## src/rtl/tag_inv_pkg.sv

```systemverilog
package tag_inv_pkg;
  typedef enum logic {SW_IDLE = 1'b0, SW_RUN = 1'b1} sweep_state_e;
endpackage

```

## src/rtl/tag_way_compare.sv

```systemverilog
module tag_way_compare #(
  parameter int WAYS  = 2,
  parameter int TAG_W = 20
) (
  input  logic [WAYS*TAG_W-1:0] row_tags,
  input  logic [WAYS-1:0]       row_vld,
  input  logic [TAG_W-1:0]      probe_tag,
  output logic [WAYS-1:0]       match
);
  for (genvar w = 0; w < WAYS; w++) begin : g_way
    assign match[w] = row_vld[w] && (row_tags[w*TAG_W +: TAG_W] == probe_tag);
  end
endmodule

```

## src/rtl/tag_way_pick.sv

```systemverilog
module tag_way_pick #(
  parameter int WAYS  = 2,
  parameter int WAY_W = 1
) (
  input  logic [WAYS-1:0]  match,
  output logic             any,
  output logic [WAY_W-1:0] way
);
  always_comb begin
    any = |match;
    way = '0;
    for (int w = WAYS - 1; w >= 0; w--) begin
      if (match[w]) way = WAY_W'(w);
    end
  end
endmodule

```

## src/rtl/tag_sweep_ctrl.sv

```systemverilog
module tag_sweep_ctrl
  import tag_inv_pkg::*;
#(
  parameter int SETS  = 64,
  parameter int IDX_W = 6
) (
  input  logic             clk,
  input  logic             rst_n,
  input  logic             start,
  output logic             busy,
  output logic [IDX_W-1:0] clr_idx
);
  localparam logic [IDX_W-1:0] LAST = IDX_W'(SETS - 1);

  sweep_state_e state_q;
  logic [IDX_W-1:0] cnt_q;

  always_ff @(posedge clk or negedge rst_n) begin
    if (!rst_n) begin
      state_q <= SW_RUN;
      cnt_q   <= '0;
    end else begin
      case (state_q)
        SW_IDLE: if (start) begin
          state_q <= SW_RUN;
          cnt_q   <= '0;
        end
        SW_RUN: if (cnt_q == LAST) begin
          state_q <= SW_IDLE;
          cnt_q   <= '0;
        end else begin
          cnt_q <= cnt_q + 1'b1;
        end
        default: state_q <= SW_IDLE;
      endcase
    end
  end

  assign busy    = (state_q == SW_RUN);
  assign clr_idx = cnt_q;
endmodule

```

## src/rtl/tag_inv_store.sv

```systemverilog
module tag_inv_store #(
  parameter int ADDR_W     = 32,
  parameter int LINE_BYTES = 32,
  parameter int SETS       = 64,
  parameter int WAYS       = 2,
  parameter bit SET_CLEAR  = 1'b0,
  localparam int WAY_W     = (WAYS > 1) ? $clog2(WAYS) : 1
) (
  input  logic              clk,
  input  logic              rst_n,
  input  logic [ADDR_W-1:0] lk_addr,
  output logic              lk_hit,
  output logic [WAY_W-1:0]  lk_way,
  input  logic              inv_valid,
  input  logic [ADDR_W-1:0] inv_addr,
  output logic              inv_ready,
  input  logic              fill_en,
  input  logic [WAY_W-1:0]  fill_way,
  input  logic [ADDR_W-1:0] fill_addr,
  input  logic              sweep_req,
  output logic              busy
);
  localparam int OFF_W = $clog2(LINE_BYTES);
  localparam int IDX_W = $clog2(SETS);
  localparam int TAG_W = ADDR_W - OFF_W - IDX_W;

  function automatic logic [IDX_W-1:0] idx_of(input logic [ADDR_W-1:0] a);
    return a[OFF_W +: IDX_W];
  endfunction

  function automatic logic [TAG_W-1:0] tag_of(input logic [ADDR_W-1:0] a);
    return a[ADDR_W-1 -: TAG_W];
  endfunction

  logic [TAG_W-1:0] tag_q [SETS][WAYS];
  logic [WAYS-1:0]  vld_q [SETS];
  logic [WAYS-1:0]  vld_d [SETS];

  // Named internal events
  logic             sw_clr;
  logic [IDX_W-1:0] sw_idx;
  logic             inv_fire;
  logic             fill_fire;
  logic [WAYS-1:0]  inv_match;
  logic [WAYS-1:0]  inv_mask;
  logic [WAYS-1:0]  lk_match;
  logic             lk_any;
  logic             stg_vld;
  logic [IDX_W-1:0] stg_idx;
  logic [WAYS-1:0]  stg_mask;

  logic [IDX_W-1:0] lk_idx, inv_idx, fill_idx;
  logic [WAYS*TAG_W-1:0] lk_row_tags, inv_row_tags;
  logic [WAYS-1:0]  lk_row_vld, inv_row_vld;

  assign lk_idx   = idx_of(lk_addr);
  assign inv_idx  = idx_of(inv_addr);
  assign fill_idx = idx_of(fill_addr);

  tag_sweep_ctrl #(.SETS(SETS), .IDX_W(IDX_W)) u_sweep (
    .clk(clk), .rst_n(rst_n), .start(sweep_req),
    .busy(sw_clr), .clr_idx(sw_idx)
  );

  assign busy      = sw_clr;
  assign inv_ready = !sw_clr;
  assign inv_fire  = inv_valid && !sw_clr;
  assign fill_fire = fill_en && !sw_clr;

  always_comb begin
    for (int w = 0; w < WAYS; w++) begin
      lk_row_tags[w*TAG_W +: TAG_W]  = tag_q[lk_idx][w];
      inv_row_tags[w*TAG_W +: TAG_W] = tag_q[inv_idx][w];
    end
    lk_row_vld  = vld_q[lk_idx];
    inv_row_vld = vld_q[inv_idx];
  end

  tag_way_compare #(.WAYS(WAYS), .TAG_W(TAG_W)) u_lk_cmp (
    .row_tags(lk_row_tags), .row_vld(lk_row_vld),
    .probe_tag(tag_of(lk_addr)), .match(lk_match)
  );

  tag_way_pick #(.WAYS(WAYS), .WAY_W(WAY_W)) u_lk_pick (
    .match(lk_match), .any(lk_any), .way(lk_way)
  );

  assign lk_hit = lk_any && !sw_clr;

  tag_way_compare #(.WAYS(WAYS), .TAG_W(TAG_W)) u_inv_cmp (
    .row_tags(inv_row_tags), .row_vld(inv_row_vld),
    .probe_tag(tag_of(inv_addr)), .match(inv_match)
  );

  if (SET_CLEAR) begin : g_set_clear
    assign inv_mask = '1;
  end else begin : g_exact
    assign inv_mask = inv_match;
  end

  always_ff @(posedge clk or negedge rst_n) begin
    if (!rst_n) begin
      stg_vld  <= 1'b0;
      stg_idx  <= '0;
      stg_mask <= '0;
    end else begin
      stg_vld  <= inv_fire;
      stg_idx  <= inv_idx;
      stg_mask <= inv_fire ? inv_mask : '0;
    end
  end

  // Fill first, then the invalidate write, then the sweep: later steps win.
  always_comb begin
    vld_d = vld_q;
    if (fill_fire) vld_d[fill_idx][fill_way] = 1'b1;
    if (stg_vld)   vld_d[stg_idx] = vld_d[stg_idx] & ~stg_mask;
    if (sw_clr)    vld_d[sw_idx] = '0;
  end

  always_ff @(posedge clk) begin
    vld_q <= vld_d;
    if (fill_fire) tag_q[fill_idx][fill_way] <= tag_of(fill_addr);
  end
endmodule

```

## config.mk

```make
export PLATFORM = sky130hd
export DESIGN_NAME = tag_inv_store
export DESIGN_NICKNAME = d
export VERILOG_FILES = /design/src/rtl/tag_inv_pkg.sv /design/src/rtl/tag_way_compare.sv /design/src/rtl/tag_way_pick.sv /design/src/rtl/tag_sweep_ctrl.sv /design/src/rtl/tag_inv_store.sv
export SDC_FILE = /design/constraint.sdc
export NUM_CORES = 2
export LEC_CHECK = 0
export BUFFER_PORTS_ARGS = -buffer_cell sky130_fd_sc_hd__buf_2
export CELL_PAD_IN_SITES_DETAIL_PLACEMENT = 0
export CELL_PAD_IN_SITES_GLOBAL_PLACEMENT = 2
export CORE_UTILIZATION = 51
export DETAILED_ROUTE_END_ITERATION = 12
export GPL_TIMING_DRIVEN = 1
export PLACE_DENSITY_LB_ADDON = 0.2
export SYNTH_ARGS = -nofsm -noshare
export SYNTH_HDL_FRONTEND = slang
export SYNTH_HIERARCHICAL = 1
export SYNTH_SLANG_ARGS = --single-unit
```

## constraint.sdc

```tcl
create_clock -name clk -period 7.1 [get_ports clk]
set_input_delay 1.42 -clock clk [delete_from_list [all_inputs] [get_ports clk]]
set_output_delay 1.42 -clock clk [all_outputs]
set_load 0.02 [all_outputs]
```

==> impl_metrics.ini <==
[timing]
finClkSkew_ns = 0.0596
slew_headroom = 0.147
maxSlewViolCount = 0
clock.fmax_ghz = 0.142
rsz0062_at_grt = no
min_period_over_period = 0.989
fin_ws_ns = 0.0756
worst_pin_slew_ns = 1.28
hold_viol = 0
fin_crit_ns = 7.02
setup_violations = 0

[setup_path]
reg2reg_from = tag_q[27][29]
startpoint_type = input pin
crit_path_max_fanout = 16
end_kind = output port
worstPathRequired_ns = 5.68
startpoint = lk_addr[5]
worstSetupPathType = input pin to output port
worstPathArrival_ns = 5.60

[synth]
yosys_warnings = 6
ys_seq_area_frac = 0.626
synth_area_per_cell_um2 = 21.1
ys_types = 64
ys.flop_type = edfxtp_1
syn_area_mm2 = 0.134
synth-edff-count = 2688
synth_cells = 6331
synth-async-reset-ratio = 0.00565
ys_seq_elements = 2832
syn_nets = 6434

[detailed_routing]
vias = 76400
drcViolationCount = 0
drtIter0Drc = 11300
firstDrtPassIters = 8
ant_nets = 0
routed_wirelength_mm = 442
wl_per_cell_um = 42.7
routed_via_density = 7.37

[place]
routabilityCongestion = 1.02
dp.final_hpwl_mm = 274
numPortBuffers = 90
preCtsSetupSlack_ns = -0.469

[clock_tree]
cts.clk_slew.worst_paths_ns = 0.06
clk_latency_ns = 0.95
cts_hold_buf = 0
cts_htree_levels = 5
clock-root-buffer = clkbuf_16
cts_tree = yes
clock_sinks = 2832
cts_buffers = 316
clock_path_buffers = 4

[grt]
antenna_found_initial = 44
grt_usage = 0.337
grt_pass1_vias = 76100
grt_pass1_wl_mm = 607
overflow = 0
grt_max_degree = 97

[job]
cap_violations = 0

[floorplanning]
io_pins = 106
start_util = 0.514
die_area_mm2 = 0.264
core_mm2 = 0.260
die_width_um = 514
chipHeight_um = 514
num_rows = 187

[power_and_ir_drop]
clkPwrFrac = 0.405
power.density_mw_per_mm2 = 257
vdd_ir_drop_max_uv = 289
intPower_mw = 29.5
power.total_mw = 39.0
p_comb_frac = 0.114
pwr-share-seq = 0.481
p_sw_frac = 0.244
power.switching_mw = 9.50
power_leakage_nw = 46.8

[finish]
fillCellCount = 18800
synthToLayoutAreaGrowth_pct = 13.5
drive_gt1_frac = 0.433
layout.nets = 6735

[min_path]
worstHoldPathType = input pin to async pin

[run_status]
status = complete, no violations
through the flow:
step                      cells  instance area (um2)   util  setup TNS (ns)  hold slack [ns]
after floorplan            6331               134000      -               0            0.444
after global placement     9791               142000  0.545           -1.08            0.535
after detailed placement   9791               142000  0.545          -0.842            0.544
after CTS                 10300               152000  0.583               0            0.407
after global routing      10400               152000  0.584               0            0.437
final                     10400               152000  0.584               0            0.443
path summary, 6_finish.rpt:
check | depth (start not counted) | slack, ns | to
max | 15 | 0.08 | lk_way
min | 1 | 0.44 | stg_idx[4]
max reg2reg | 9 | 2.77 | stg_mask[0]
min reg2reg | 2 | 0.58 | vld_q[9]
max in group asynchronous | 1 | 6.28 | stg_vld
min in group clk | 2 | 0.58 | vld_q[9]
state kept, by name (all words and copies together) (netlist names):
name	flops
stg_idx	6
stg_mask	2
stg_vld	1
tag_q	2688
u_sweep/busy	1
u_sweep/clr_idx	6
vld_q	128
synthesized netlist by cell type (4+ instances only):
library cell | instances | area [um2]
or3_1 | 47 | 294
inv_1 | 4 | 15.0
xnor2_1 | 4 | 35.0
and3_1 | 4 | 25.0
nand3_1 | 22 | 110
xor2_1 | 81 | 709
mux2_2 | 30 | 338
edfxtp_1 | 2688 | 80700
a211oi_1 | 27 | 203
dfxtp_1 | 128 | 2560
nor3_1 | 48 | 240
nand2_1 | 84 | 315
mux4_2 | 1818 | 40900
buf_1 | 132 | 495
nor2b_1 | 10 | 62.6
nor2_1 | 246 | 923
o31ai_1 | 8 | 60.1
o21ai_0 | 96 | 480
a31oi_1 | 111 | 694
nor4_1 | 20 | 125
o22ai_1 | 39 | 244
or3b_2 | 4 | 35.0
dfrtp_1 | 15 | 375
buf_2 | 61 | 305
a41oi_1 | 7 | 61.3
a22oi_1 | 61 | 458
o211ai_1 | 10 | 75.1
buf_4 | 5 | 37.5
mux2i_1 | 30 | 300
a211oi_2 | 18 | 225
o32ai_1 | 11 | 96.3
and3b_1 | 4 | 35.0
and2_1 | 6 | 37.5
a21oi_1 | 25 | 125
o21ai_1 | 13 | 65.1
nand3b_1 | 20 | 150
nand4_1 | 20 | 125
clkbuf_1 | 335 | 1260
logic make-up (layout without fill, tap and decap cells):
| kind of cell | after synthesis | in the layout | share of synthesized area |
|---|---|---|---|
| mux | 1878 | 1878 | 0.311 |
| simple gates | 558 | 558 | 0.0202 |
| other cells | 0 | 4 | 0 |
| flops | 2832 | 2832 | 0.626 |
| buf+inv | 540 | 1070 | 0.0160 |
| xor+xnor | 85 | 85 | 0.00557 |
| compound gates | 437 | 437 | 0.0217 |
| fa+ha+maj | 1 | 1 | 0.0000935 |
final cells by class:
| cell class | instances | area (um2) | share of cell area |
|---|---|---|---|
| Sequential cell | 2832 | 83700 | 0.551 |
| Multi-Input combinational cell | 2959 | 48900 | 0.322 |
| Clock buffer | 392 | 8310 | 0.0547 |
| Timing Repair Buffer | 518 | 5160 | 0.0340 |
| Tap cell | 3496 | 4370 | 0.0288 |
| Clock inverter | 155 | 1400 | 0.00924 |
| Inverter | 5 | 18.8 | 0.000124 |
| Antenna cell | 4 | 10.0 | 0.0000659 |
routing by layer:
layer	vias up	routed length (um)	GRT usage
li1	28800	-	-
met1	41700	163000	0.463
met2	4941	207000	0.516
met3	883	52300	0.0907
met4	10	20100	0.132
met5	-	61	0
power groups by stage:
stage	logic (mW)	clock network (mW)	registers [mW]
2_1_floorplan	2.58	0	19.0
3_3_place_gp	4.25	0	19.1
3_5_place_dp	4.28	0	19.1
4_1_cts	4.31	15.9	18.8
5_1_grt	4.58	16.5	18.8
6_report	4.43	15.8	18.8
critical path: stages:
cell and delay [ns]:
buf_12 0.22, buf_12 0.21, buf_12 0.20, buf_16 0.21
mux4_2 0.52, mux4_2 0.61, mux4_2 0.62, xor2_1 0.18
nor4_1 0.27, nand4_1 0.18, nor2_1 0.19, buf_4 0.13
nor2b_4 0.20, buf_4 0.17, buf_2 0.17
cells in the final DEF, fill, tap and decap left out, drive strengths merged, types with 81 or more instances in the layout:
cell type	synthesis	routed
edfxtp	2688	2688
mux4	1818	1818
buf	200	513
clkbuf	335	394
nor2	246	246
dfxtp	128	128
clkinv	0	113
a31oi	111	111
o21ai	109	109
nand2	84	84
xor2	81	81
what timing repair did:
item                       in CTS  in global routing
pin swaps                       1                  3
setup endpoints to repair       2                  2
resized for setup              22                 15
gates cloned                    3                  2
setup buffers                   0                 16
(Power assumes the default switching activity.)
